===== config.mk =====
export PLATFORM = sky130hd
export DESIGN_NAME = sdram_burst_seq
export DESIGN_NICKNAME = d
export VERILOG_FILES = /design/src/rtl/sdr_burst_pkg.sv /design/src/rtl/sdr_mode_reg.sv /design/src/rtl/sdr_col_seq.sv /design/src/rtl/sdr_rd_pipe.sv /design/src/rtl/sdram_burst_seq.sv
export SDC_FILE = /design/constraint.sdc
export NUM_CORES = 1
export LEC_CHECK = 0
export BUFFER_PORTS_ARGS = -buffer_cell sky130_fd_sc_hd__clkbuf_2
export CAP_MARGIN = 30
export CORE_MARGIN = 5
export CORE_UTILIZATION = 30
export DETAILED_ROUTE_END_ITERATION = 7
export HOLD_SLACK_MARGIN = 0.08
export PLACE_DENSITY = 0.55
export SYNTH_ARGS = -nofsm -noshare
export SYNTH_HDL_FRONTEND = slang
export SYNTH_HIERARCHICAL = 1
export SYNTH_SLANG_ARGS = --single-unit

===== constraint.sdc =====
create_clock -name clk -period 2.8 [get_ports clk]
set_clock_uncertainty 0.2 [all_clocks]
set_input_delay 0.28 -clock clk [delete_from_list [all_inputs] [get_ports clk]]
set_output_delay 0.28 -clock clk [all_outputs]
set_load 0.02 [all_outputs]

===== src/rtl/sdr_burst_pkg.sv =====
package sdr_burst_pkg;

    typedef enum logic [2:0] {
        CMD_NOP   = 3'd0,
        CMD_READ  = 3'd1,
        CMD_WRITE = 3'd2,
        CMD_STOP  = 3'd3,
        CMD_MODE  = 3'd4
    } cmd_e;

    typedef enum logic [1:0] {
        ST_IDLE  = 2'd0,
        ST_READ  = 2'd1,
        ST_WRITE = 2'd2
    } seq_state_e;

    localparam int MODE_W   = 10;
    localparam int MASK_W   = 2;
    localparam int MAX_BL   = 8;

endpackage


===== src/rtl/sdr_mode_reg.sv =====
module sdr_mode_reg
    import sdr_burst_pkg::*;
(
    input  logic              clk,
    input  logic              rst_n,
    input  logic              en,
    input  logic              set_req,
    input  logic              banks_idle,
    input  logic [MODE_W-1:0] word,
    output logic              bl8
);

    logic word_ok;
    logic take;

    // bits 9..3 = 0000100 (CL 2, serial, reserved zero), bits 2..0 = 01x
    always_comb begin
        word_ok = (word[9:3] == 7'b0000100) && (word[2:1] == 2'b01);
        take    = en && set_req && banks_idle && word_ok;
    end

    always_ff @(posedge clk) begin
        if (!rst_n)
            bl8 <= 1'b0;
        else if (take)
            bl8 <= word[0];
    end

    AST_MODE_HOLD: assert property (@(posedge clk) disable iff (!rst_n)
        !take |=> $stable(bl8));
    AST_MODE_LOAD: assert property (@(posedge clk) disable iff (!rst_n)
        take |=> (bl8 == $past(word[0])));

endmodule


===== src/rtl/sdr_col_seq.sv =====
module sdr_col_seq
    import sdr_burst_pkg::*;
#(
    parameter int COL_W = 8
) (
    input  logic             clk,
    input  logic             rst_n,
    input  logic             en,
    input  logic [2:0]       cmd,
    input  logic [COL_W-1:0] col_in,
    input  logic             bl8,
    output logic             beat_v,
    output logic             beat_wr,
    output logic [COL_W-1:0] beat_col
);

    localparam int CNT_W = $clog2(MAX_BL) + 1;

    seq_state_e       state_q, state_d;
    logic [COL_W-1:0] col_q, col_d;
    logic [CNT_W-1:0] left_q, left_d;
    logic [CNT_W-1:0] bl_m1;
    logic             is_rd, is_wr, is_start, is_stop;

    function automatic logic [COL_W-1:0] wrap_next(input logic [COL_W-1:0] c,
                                                   input logic b8);
        logic [COL_W-1:0] low;
        low = b8 ? COL_W'(7) : COL_W'(3);
        return (c & ~low) | ((c + COL_W'(1)) & low);
    endfunction

    always_comb begin
        is_rd    = (cmd == CMD_READ);
        is_wr    = (cmd == CMD_WRITE);
        is_start = is_rd || is_wr;
        is_stop  = (cmd == CMD_STOP);
        bl_m1    = bl8 ? CNT_W'(7) : CNT_W'(3);
    end

    // state register
    always_ff @(posedge clk) begin
        if (!rst_n) begin
            state_q <= ST_IDLE;
            col_q   <= '0;
            left_q  <= '0;
        end else begin
            state_q <= state_d;
            col_q   <= col_d;
            left_q  <= left_d;
        end
    end

    // transitions
    always_comb begin
        state_d = state_q;
        col_d   = col_q;
        left_d  = left_q;
        if (en) begin
            if (is_start) begin
                state_d = is_wr ? ST_WRITE : ST_READ;
                col_d   = wrap_next(col_in, bl8);
                left_d  = bl_m1;
            end else if (is_stop) begin
                state_d = ST_IDLE;
            end else if (state_q != ST_IDLE) begin
                col_d  = wrap_next(col_q, bl8);
                left_d = left_q - CNT_W'(1);
                if (left_q == CNT_W'(1))
                    state_d = ST_IDLE;
            end
        end
    end

    // beat outputs
    always_comb begin
        beat_v   = 1'b0;
        beat_wr  = 1'b0;
        beat_col = col_q;
        if (en) begin
            if (is_start) begin
                beat_v   = 1'b1;
                beat_wr  = is_wr;
                beat_col = col_in;
            end else if (!is_stop) begin
                unique case (state_q)
                    ST_IDLE:  ;
                    ST_READ:  beat_v = 1'b1;
                    ST_WRITE: begin
                        beat_v  = 1'b1;
                        beat_wr = 1'b1;
                    end
                    default:  ;
                endcase
            end
        end
    end

    AST_SUSPEND_HOLD: assert property (@(posedge clk) disable iff (!rst_n)
        !en |=> ($stable(state_q) && $stable(col_q) && $stable(left_q)));
    AST_STOP_IDLE: assert property (@(posedge clk) disable iff (!rst_n)
        (en && cmd == CMD_STOP) |=> (state_q == ST_IDLE));
    AST_LEFT_RANGE: assert property (@(posedge clk) disable iff (!rst_n)
        (state_q != ST_IDLE) |-> (left_q != '0 && left_q < CNT_W'(MAX_BL)));
    AST_RESTART: assert property (@(posedge clk) disable iff (!rst_n)
        (en && is_start) |=> (state_q != ST_IDLE));

endmodule


===== src/rtl/sdr_rd_pipe.sv =====
module sdr_rd_pipe
    import sdr_burst_pkg::*;
#(
    parameter int COL_W  = 8,
    parameter int RD_LAT = 2
) (
    input  logic              clk,
    input  logic              rst_n,
    input  logic              en,
    input  logic              in_v,
    input  logic [COL_W-1:0]  in_col,
    input  logic [MASK_W-1:0] in_mask,
    output logic              out_v,
    output logic [COL_W-1:0]  out_col,
    output logic [MASK_W-1:0] out_mask
);

    logic              v_q [RD_LAT];
    logic [COL_W-1:0]  c_q [RD_LAT];
    logic [MASK_W-1:0] m_q [RD_LAT];

    always_ff @(posedge clk) begin
        if (!rst_n) begin
            for (int i = 0; i < RD_LAT; i++) begin
                v_q[i] <= 1'b0;
                c_q[i] <= '0;
                m_q[i] <= '0;
            end
        end else if (en) begin
            v_q[0] <= in_v;
            c_q[0] <= in_col;
            m_q[0] <= in_mask;
            for (int i = 1; i < RD_LAT; i++) begin
                v_q[i] <= v_q[i-1];
                c_q[i] <= c_q[i-1];
                m_q[i] <= m_q[i-1];
            end
        end
    end

    assign out_v    = v_q[RD_LAT-1];
    assign out_col  = c_q[RD_LAT-1];
    assign out_mask = m_q[RD_LAT-1];

    AST_PIPE_FREEZE: assert property (@(posedge clk) disable iff (!rst_n)
        !en |=> ($stable(out_v) && $stable(out_col) && $stable(out_mask)));

endmodule


===== src/rtl/sdram_burst_seq.sv =====
module sdram_burst_seq
    import sdr_burst_pkg::*;
#(
    parameter int COL_W  = 8,
    parameter int RD_LAT = 2
) (
    input  logic             clk,
    input  logic             rst_n,
    input  logic             cke,
    input  logic [2:0]       cmd,
    input  logic [COL_W-1:0] col_in,
    input  logic [9:0]       mode_word,
    input  logic             banks_idle,
    input  logic [1:0]       dqm,
    output logic [COL_W-1:0] col_out,
    output logic             col_valid,
    output logic [1:0]       wr_be,
    output logic             rd_valid,
    output logic [COL_W-1:0] rd_col,
    output logic [1:0]       dq_oe,
    output logic             mode_bl8
);

    logic              cke_q;
    logic              beat_v, beat_wr;
    logic [COL_W-1:0]  beat_col;
    logic [MASK_W-1:0] rd_mask;

    // one-edge clock-enable latency
    always_ff @(posedge clk) begin
        if (!rst_n)
            cke_q <= 1'b1;
        else
            cke_q <= cke;
    end

    sdr_mode_reg u_mode (
        .clk        (clk),
        .rst_n      (rst_n),
        .en         (cke_q),
        .set_req    (cmd == CMD_MODE),
        .banks_idle (banks_idle),
        .word       (mode_word),
        .bl8        (mode_bl8)
    );

    sdr_col_seq #(.COL_W(COL_W)) u_seq (
        .clk      (clk),
        .rst_n    (rst_n),
        .en       (cke_q),
        .cmd      (cmd),
        .col_in   (col_in),
        .bl8      (mode_bl8),
        .beat_v   (beat_v),
        .beat_wr  (beat_wr),
        .beat_col (beat_col)
    );

    sdr_rd_pipe #(.COL_W(COL_W), .RD_LAT(RD_LAT)) u_pipe (
        .clk      (clk),
        .rst_n    (rst_n),
        .en       (cke_q),
        .in_v     (beat_v & ~beat_wr),
        .in_col   (beat_col),
        .in_mask  (dqm),
        .out_v    (rd_valid),
        .out_col  (rd_col),
        .out_mask (rd_mask)
    );

    assign col_out   = beat_col;
    assign col_valid = beat_v;
    assign wr_be     = {MASK_W{beat_v & beat_wr}} & ~dqm;
    assign dq_oe     = {MASK_W{rd_valid}} & ~rd_mask;

    AST_OE_NEEDS_DATA: assert property (@(posedge clk) disable iff (!rst_n)
        (dq_oe != '0) |-> rd_valid);
    AST_WBE_NEEDS_BEAT: assert property (@(posedge clk) disable iff (!rst_n)
        (wr_be != '0) |-> (col_valid && cke_q));

endmodule


==> metrics.txt, run 1 <==
CTS Hold Bufs=2; placed cell count=281; Synth area leaders=edfxtp_1 (34%), dfxtp_1 (16%), and3_1 (6.4%), mux2_2 (4.0%), buf_4 (3.8%); vias=1323; Post-CTS Setup Bufs=0; htree depth=2; Syn Nets=204; vias per inst=4.55; Power Dens Cells=571 nW/um^2; TritonRoute pass-1 iters=4; Final Slew Violations=0; die area=8220 um^2; top_reg_cell synth=edfxtp_1; Tmin final=2.16 ns; first-pass GRT wire length=6090 um; Bufs and invs on worst path=1; Die Y=90.7 um; CP top delay family=simple AND/OR/NAND/NOR gates; crit path kind=reg2reg; Resized Gates After CTS=0; gr usage total=0.0892; total CTS buffers=5; CTS tree=done; R2R Setup Slk=0.64 ns; worst min path class=in2reg; antenna violations before repair=0; Reg clk slew, reported paths=0.07 ns; Synth top area share=0.338; Startpoint Class=flop; worst skew pair latency=0.27 ns; Initial Utilization=0.308; WP data arrival=2.13 ns; Antenna Diode Count=0; post-synthesis sequential area ratio=0.502; netlist area before placement=1950 um^2; pin count of the biggest net entering global routing=43; async set or reset register ratio after synthesis=0; area leader, netlist=edfxtp_1; count leader, synth=edfxtp_1; Root Buffer=clkbuf_8; slowest stage cell, crit path=or4b_2; Placed Area=2180 um^2; unrepaired setup endpoints after global routing=no; max cap viols=0; Core Box Area=6350 um^2; Hold Fails Final Rpt=0; Post-route DRC=0; Final setup viols=0; Area Growth Syn to Fin=18.3%; Peak VDD IR=0.210 mV; Tcrit/Tclk final=0.773; Final ANT Viol Nets=0; row count=29; cells after synthesis=171; Core Util, Final=0.364; CTS Sinks=38; Yosys cell types=48; Initial DRC Count=54; Nets=246; IO Pins=50; DRT Wirelength=3720 um; gr ovfl total=0; Max stage delay on crit path=0.67 ns; Worst Tran Pin Value=0.678 ns; Fmax=462 MHz; setup tns final=0 ns; Slew headroom=0.548; CTS max path bufs=2; routability congestion estimate=0.733; crit-path max FO=3; Cell Chain, Critical Path=inv_1 -> ha_1 -> or4b_2 -> a21boi_0 -> o22ai_1 -> and2_1; static leakage=1.11 nW; Post-Layout Cell Count=291; Power, Total=1.32 mW; synthesized area per cell=11.4 um^2; status=finished clean; Final Cell Area=2310 um^2; Req. time, crit path=2.77 ns; vias in the first global route=1217; DP HPWL=2710 um; Setup crit end kind=flop; synth cell count leaders=edfxtp_1 (22), and3_1 (20), dfxtp_1 (16), buf_4 (10); EDFF count, synth=22; PortBufs=49; Yosys warnings=6; share of cells above drive strength 1=0.350; WL per Instance=12.8 um; register bit total from synthesis=38; Die X=90.7 um
==> cells in the final DEF, fill, tap and decap left out, drive strengths merged, types with 2 or more instances in the layout <==
master,instances
dlygate4sd3,2
o211a,3
a31oi,3
o21ai,4
nand3,3
inv,8
dfxtp,16
nand2b,2
buf,2
edfxtp,22
nand2,8
clkbuf,55
mux2i,2
and3,22
nor2b,7
mux2,7
nor4b,2
o22ai,3
ha,6
nor3b,4
and3b,3
and2,8
==> cell families after synthesis <==
kind of cell    count (synthesis)  share of synthesized area
simple gates                   66                      0.227
xor+xnor                        2                    0.00897
compound gates                 24                     0.0929
buf+inv                        26                     0.0794
flops                          38                      0.502
fa+ha+maj                       6                     0.0384
mux                             9                     0.0506
==> path summary, 6_finish.rpt <==
| kind | depth (start not counted) | endpoint | from |
|---|---|---|---|
| max | 6 | u_seq/state_q[0]$_SDFFE_PN0P_ | u_seq/state_q[0]$_SDFFE_PN0P_ |
| min | 3 | flop | col_in[2] |
| max reg2reg | 6 | u_seq/state_q[0]$_SDFFE_PN0P_ | u_seq/state_q[0]$_SDFFE_PN0P_ |
| min reg2reg | 1 | u_seq/left_q[0]$_SDFFE_PN0P_ | u_seq/left_q[0]$_SDFFE_PN0P_ |
==> sequential cells by signal, summed over array words and instances (netlist names), named ones only <==
name and flops:
cke_q 1, u_pipe/v_q 2, u_pipe/m_q 4, u_seq/col_q 7, u_seq/left_q 4, u_seq/state_q 2, u_pipe/c_q 16, u_mode/bl8 1
==> through the flow <==
| step | hold slack [ns] | worst slack (ns) |
|---|---|---|
| finish | 0.129 | 0.637 |
| global placement | 0.286 | 0.648 |
| floorplan | 0.153 | 0.803 |
| CTS | 0.119 | 0.638 |
| global route | 0.133 | 0.489 |
| detailed placement | 0.284 | 0.647 |
==> final cells by class <==
cell class                 count  area [um^2]
clock buffer                   6         72.6
timing repair buffer          53          280
sequential                    38          981
tap                           77         96.3
clock inverter                 2         33.8
multi-input combinational    107          817
inverter                       8         30.0
fill                         635         4040
==> power breakdown <==
group	switching (mW)	total, mW	leakage [nW]	internal (mW)
clock	0.183	0.446	0.0528	0.263
sequential	0.0177	0.650	0.386	0.633
combinational	0.126	0.224	0.670	0.0979
total	0.327	1.32	1.11	0.994
==> layer usage <==
| metal | GRT usage | share of wire | routed length [um] |
|---|---|---|---|
| met5 | 0 | 0 | 0 |
| met4 | 0.0149 | 0 | 0 |
| met3 | 0.0350 | 0.062 | 231 |
| met2 | 0.147 | 0.47 | 1750 |
| met1 | 0.112 | 0.47 | 1740 |
==> worst min-delay path, delay by kind of cell <==
family          cells  cell delay, ns
buf+inv             1            0.11
simple gates        1            0.10
compound gates      1            0.07
(Power assumes the default switching activity.)
==> run 2, diff against run 1 <==
- clock period: 2.8 -> 2 ns (I/O delays scaled with it)
==> run 2 against run 1 <==
Total power increased by 55%. Critical path depth decreased by 2. Worst setup slack got worse by 0.57 ns. Sequential power increased by 40%. Worst hold slack got worse by 0.038 ns. Die area unchanged. Non-clock buffer count increased by 18. Combinational power increased by 63%. Count of clock-buffer cells in the layout decreased by 1. Clock power increased by 75%. First-iteration DRC count decreased by 30%.
==> metrics.txt, run 2 (synthesis results as in run 1) <==
WL per Instance=12.6 um (-1.7%); Tcrit/Tclk final=0.965; DP HPWL=2860 um (+5.6%); CTS Sinks=38 (unchanged); PortBufs=49 (unchanged); filler instances=613 (-3.5%); R2R Setup Slk=0.15 ns (-0.49 ns); Critical R2R Capture=u_mode/bl8$_SDFFE_PN0P_; worst min path class=in2reg; die area=8220 um^2 (unchanged); Final Slew Violations=0 (unchanged); r2r worst-path depth=5 (-1); worst skew pair latency=0.29 ns (+0.02 ns); Fmax=518 MHz; CTS tree=done; share of cells above drive strength 1=0.422 (+0.0719); Post-CTS Setup Bufs=0 (unchanged); antenna violations before repair=0 (unchanged); R2R Path Start=cke_q$_SDFF_PN1_; gr ovfl total=0 (unchanged); Bufs and invs on worst path=2 (+1); DRT Wirelength=3890 um (+4.4%); status=finished clean; first-pass GRT wire length=6930 um (+14%); CTS max path bufs=2 (unchanged); row count=29 (unchanged); Final setup viols=0 (unchanged); Antenna Diode Count=0 (unchanged); Startpoint Class=flop; Power Dens Cells=803 nW/um^2 (+41%); commonest cells after routing, fill and taps aside=clkbuf_2 (48), edfxtp_1 (22), and3_1 (20); Nets=264 (+7.3%); unrepaired setup endpoints after global routing=yes; static leakage=1.23 nW (+11%); Final Cell Area=2550 um^2 (+11%); slowest stage cell, crit path=mux2_2; Setup crit end kind=primary output; htree depth=2 (unchanged); Post-route DRC=0 (unchanged); gr usage total=0.102 (+0.0133); routability congestion estimate=0.740 (+0.96%); Final ANT Viol Nets=0 (unchanged); Core Box Area=6350 um^2 (unchanged); largest register by flop count=u_pipe/c_q; Cell Chain, Critical Path=nor3b_4 -> buf_12 -> mux2_2 -> clkbuf_2; pin count of the biggest net entering global routing=32 (-26%); crit path kind=reg2out; TritonRoute pass-1 iters=4 (unchanged); max reg flops=16 (unchanged); WP data arrival=1.53 ns (-0.60 ns); Min-Delay Endpoint=u_seq/col_q[4]$_SDFFE_PN0P_; commonest non-fill, non-tap cell in the layout=clkbuf_2; Reg clk slew, reported paths=0.08 ns (about the same); vias=1429 (+8.0%); vias per inst=4.62 (+1.7%); Slew headroom=0.719 (+0.170); max cap viols=0 (unchanged); DP Worst Slack=-0.0730 ns (-0.720 ns); Tmin final=1.93 ns; Peak VDD IR=0.344 mV (+64%); crit-path max FO=9 (+6); Initial DRC Count=38 (-30%); CP top delay family=multiplexers; Req. time, crit path=1.60 ns (-1.17 ns); hold path startpoint=col_in[4]; IO Pins=50 (unchanged); hold path cells=3 (unchanged); Regs by FF count=u_pipe/c_q (16), u_seq/col_q (7); Area Growth Syn to Fin=30.8%; Die X=90.7 um (unchanged); Hold Fails Final Rpt=0 (unchanged); Worst Tran Pin Value=0.419 ns (-0.259 ns); Power, Total=2.05 mW (+55%); area occupied by multi-input gates=853 um^2 (+4.4%); Core Util, Final=0.402 (+0.0384); total CTS buffers=5 (unchanged); Storage cell area=985 um^2 (+0.38%); Die Y=90.7 um (unchanged); Max stage delay on crit path=0.37 ns (-0.30 ns); Root Buffer=clkbuf_8; Initial Utilization=0.308 (unchanged); Placed Area=2290 um^2 (+4.7%); vias in the first global route=1460 (+20%); Final Worst Setup Slack=0.0709 ns (-0.566 ns)
[run 2: changes by cell type in the layout (fill, tap and decap cells not counted), moves of 2 or more]
| cell | before | now |
|---|---|---|
| buf_4 | 2 | 12 |
| buf_6 | 0 | 2 |
| dfxtp_1 | 16 | 13 |
| dfxtp_2 | 0 | 3 |
| dlygate4sd3_1 | 2 | 8 |
| ha_1 | 6 | 4 |
| inv_1 | 8 | 6 |
| inv_2 | 0 | 2 |
[run 2: worst max path at each step]
stage                                          to  depth (start not counted)                     startpoint  slack, ns
floorplan           u_seq/state_q[0]$_SDFFE_PN0P_                          6  u_seq/state_q[0]$_SDFFE_PN0P_      0.003
global placement    u_seq/state_q[0]$_SDFFE_PN0P_                          6  u_seq/state_q[0]$_SDFFE_PN0P_      -0.02
detailed placement  u_seq/state_q[0]$_SDFFE_PN0P_                          6  u_seq/state_q[0]$_SDFFE_PN0P_      -0.07
CTS                                      wr_be[1]                          5  u_seq/state_q[0]$_SDFFE_PN0P_      0.001
global route                           col_out[6]                          4               cke_q$_SDFF_PN1_     -0.004
finish                                 col_out[6]                          4               cke_q$_SDFF_PN1_       0.07
[run 2: through the flow]
stage	setup TNS, ns	instances	hold WS [ns]
3_3_place_gp	-0.0250	293	0.208
5_1_grt	-0.00392	309	0.106
2_1_floorplan	0	171	0.0730
4_1_cts	0	309	0.0820
6_report	0	309	0.0906
3_5_place_dp	-0.132	293	0.213
[run 2: area by class of cell]
cell class                 instances  share of cell area
sequential                        38               0.385
multi-input combinational        107               0.334
timing repair buffer              71               0.177
tap                               77              0.0377
clock buffer                       5              0.0269
clock inverter                     3              0.0269
inverter                           8              0.0118
[run 2: power breakdown]
part / switching (mW) / internal, mW / total, mW
Sequential: 0.0228 / 0.886 / 0.909
Clock: 0.279 / 0.500 / 0.779
Combinational: 0.191 / 0.174 / 0.364
Total: 0.493 / 1.56 / 2.05
[run 2: what timing repair did]
item                       in CTS  in global routing
resized for setup               3                 13
hold endpoints to repair        7                  0
setup endpoints to repair       2                  9
hold buffers                    8                  0
pin swaps                       0                  5
[run 2: routing by layer]
metal	global-route usage	vias up	routed length [um]	part of all wire
met4	0.0335	0	55	0.014
met2	0.172	29	1920	0.49
met5	0	-	0	0
met1	0.124	662	1710	0.44
li1	-	731	-	-
met3	0.0317	7	205	0.053
[run 2: tightest hold or removal path, delay by kind of cell]
kind          cells  cell delay (ns)
simple gates      1             0.11
buf+inv           1             0.08
mux               1             0.16
==> run 3, diff against run 2 <==
- BUFFER_PORTS_ARGS: -buffer_cell sky130_fd_sc_hd__clkbuf_2 -> not set
- CELL_PAD_IN_SITES_DETAIL_PLACEMENT: not set -> 1
- CELL_PAD_IN_SITES_GLOBAL_PLACEMENT: not set -> 2
- DONT_BUFFER_PORTS: not set -> 1
- PLACE_DENSITY: 0.55 -> 0.67
==> run 3 against run 2 <==
First-iteration DRC count grew 29%. Clock power shrank 35%. Sequential power grew 2.4%. Sequential share of layout area grew 1.3 points. Global-route usage grew 1.6 points. Count of clock-buffer cells in the layout is the same. Cell area shrank 3.3%. Via count shrank 3.4%. Die area is the same. Combinational power is essentially flat. Worst hold slack gained 0.016 ns. Critical path type unchanged. Largest power group unchanged. Highest routed layer unchanged.
==> metrics.txt, run 3 (synthesis results as in run 1) <==
worst min path class=in2reg; pin count of the biggest net entering global routing=42 (+31%); Hold Fails Final Rpt=0 (unchanged); row count=29 (unchanged); sequential share of power=0.515 (+0.072); WL per Instance=17.6 um (+40%); static leakage=1.10 nW (-10%); die area=8220 um^2 (unchanged); Regs by FF count=u_pipe/c_q (16), u_seq/col_q (7); Comb pwr share=0.203 (+0.025); Tcrit/Tclk final=0.976 (+0.0117); total CTS buffers=5 (unchanged); Final ANT Viol Nets=0 (unchanged); Nets=234 (-11%); vias per inst=4.95 (+7.0%); setup tns final=0 ns (unchanged); Power Dens Cells=731 nW/um^2 (-9.0%); Die X=90.7 um (unchanged); Slew headroom=0.700 (-0.0188); R2R Path Start=u_seq/state_q[0]$_SDFFE_PN0P_; PortBufs=0 (-100%); share of cells above drive strength 1=0.262 (-0.160); Core Util, Final=0.389 (-0.0134); Peak VDD IR=0.372 mV (+8.2%); filler instances=684 (+12%); switching power=0.489 mW (-0.70%); Final setup viols=0 (unchanged); IO Pins=50 (unchanged); Placed Area=2050 um^2 (-10%); Max stage delay on crit path=0.33 ns (-0.04 ns); crit path from=cke_q$_SDFF_PN1_; r2r worst-path depth=6 (+1); htree depth=2 (unchanged); Worst Tran Pin Value=0.450 ns (+0.0312 ns); Clock Power Share=0.281 (-0.099); WP data arrival=1.55 ns (+0.02 ns); Core Box Area=6350 um^2 (unchanged); Critical R2R Capture=u_seq/state_q[0]$_SDFFE_PN0P_; Fmax=512 MHz (-1.2%); Setup crit end=col_out[3]; Final Slew Violations=0 (unchanged); largest register by flop count=u_pipe/c_q; TritonRoute pass-1 iters=4 (unchanged); Area Growth Syn to Fin=26.5%; Initial DRC Count=49 (+29%); Cell Chain, Critical Path=nor3b_4 -> clkbuf_16 -> mux2_4 -> buf_6; antenna violations before repair=0 (unchanged); worst skew pair latency=0.28 ns (about the same); first-pass GRT wire length=7850 um (+13%); status=finished clean; Initial Utilization=0.308 (unchanged); Root Buffer=clkbuf_8; slowest stage cell, crit path=dfxtp_2; Die Y=90.7 um (unchanged); crit path kind=reg2out; gr ovfl total=0 (unchanged); Antenna Diode Count=0 (unchanged); gr usage total=0.119 (+0.0161); unrepaired setup endpoints after global routing=yes; Post-route DRC=0 (unchanged); vias in the first global route=1548 (+6.0%); CTS max path bufs=2 (unchanged); DP HPWL=3130 um (+9.5%); R2R Setup Slk=0.08 ns (-0.07 ns); max cap viols=0 (unchanged); max reg flops=16 (unchanged); crit-path max FO=4 (-5); commonest non-fill, non-tap cell in the layout=edfxtp_1; Tmin final=1.95 ns (+0.0235 ns); Startpoint Class=flop; Reg clk slew, reported paths=0.08 ns (about the same); switch share=0.271 (+0.0308); Fin Hold WS=0.106 ns (+0.0158 ns); Final Cell Area=2470 um^2 (-3.3%); P_int=1.32 mW (-16%); Req. time, crit path=1.60 ns (about the same); commonest cells after routing, fill and taps aside=edfxtp_1 (22), and3_1 (20), dlygate4sd3_1 (19); CTS Sinks=38 (unchanged); DRT Wirelength=4910 um (+26%); CTS tree=done; vias=1380 (-3.4%); Setup crit end kind=primary output; routability congestion estimate=0.744 (+0.58%)
-- run 3: cell types whose count changed in the layout (fill, tap and decap cells not counted), moves of 2 or more --
cell           previous run  this run
clkbuf_2                 48         0
dlygate4sd3_1             8        19
mux2_2                    7         0
mux2_4                    0         7
buf_6                     2         7
and3b_1                   3         1
and3b_2                   0         2
bufinv_16                 2         0
ha_1                      4         6
inv_1                     6         8
inv_2                     2         0
-- run 3: how the worst min path moves through the flow --
| stage | slack [ns] | startpoint | cells after the start | end |
|---|---|---|---|---|
| CTS | 0.11 | col_in[2] | 3 | u_pipe/c_q[0][2]$_SDFFCE_PN0P_ |
| floorplan | 0.07 | rst_n | 1 | cke_q$_SDFF_PN1_ |
| finish | 0.11 | col_in[5] | 3 | u_seq/col_q[5]$_SDFFE_PN0P_ |
| detailed placement | 0.12 | rst_n | 1 | cke_q$_SDFF_PN1_ |
| global route | 0.09 | col_in[6] | 3 | u_seq/col_q[6]$_SDFFE_PN0P_ |
| global placement | 0.12 | rst_n | 1 | cke_q$_SDFF_PN1_ |
-- run 3: final cells by class --
class,count,area [um^2],share of cell area
Clock buffer,5,68.8,0.0279
Sequential cell,38,983,0.398
Multi-Input combinational cell,107,856,0.347
Timing Repair Buffer,41,419,0.170
Clock inverter,3,16.3,0.00659
Tap cell,77,96.3,0.0390
Inverter,8,30.0,0.0122
-- run 3: what timing repair did --
item / 4_1_cts / 5_1_grt
hold buffers: 19 / 0
setup endpoints to repair: 9 / 12
pin swaps: 0 / 4
setup buffers: 1 / 2
endpoints found under the hold margin: 38 / 0
gates cloned: 0 / 1
resized for setup: 3 / 19
-- run 3: metal layers --
layer	routed length, um	share of wire	vias to the layer above	global-route usage
met5	0	0	-	0
met4	68	0.014	0	0.0385
met3	215	0.044	6	0.0425
met2	2690	0.55	24	0.211
met1	1930	0.39	680	0.130
li1	-	-	670	-
-- run 3: per-stage QoR --
step	power [mW]	std cells	setup slack, ns
detailed placement	1.22	247	-0.215
floorplan	1.16	171	0.00294
finish	1.81	279	0.0475
global placement	1.20	247	-0.00662
CTS	1.78	275	0.0283
global route	1.91	279	-0.0357
-- run 3: power by group through the flow --
stage | logic (mW) | clock network [mW] | registers (mW)
3_5_place_dp | 0.273 | 0 | 0.948
3_3_place_gp | 0.260 | 0 | 0.944
2_1_floorplan | 0.232 | 0 | 0.925
4_1_cts | 0.322 | 0.529 | 0.931
6_report | 0.367 | 0.508 | 0.931
5_1_grt | 0.398 | 0.575 | 0.937
-- run 3: critical path: cells and delay by family, from the launching register on --
| family | cells | cell delay (ns) |
|---|---|---|
| muxes | 1 | 0.32 |
| buffers and inverters | 2 | 0.34 |
| DFF | 1 | 0.33 |
| and+or+nand+nor | 1 | 0.28 |
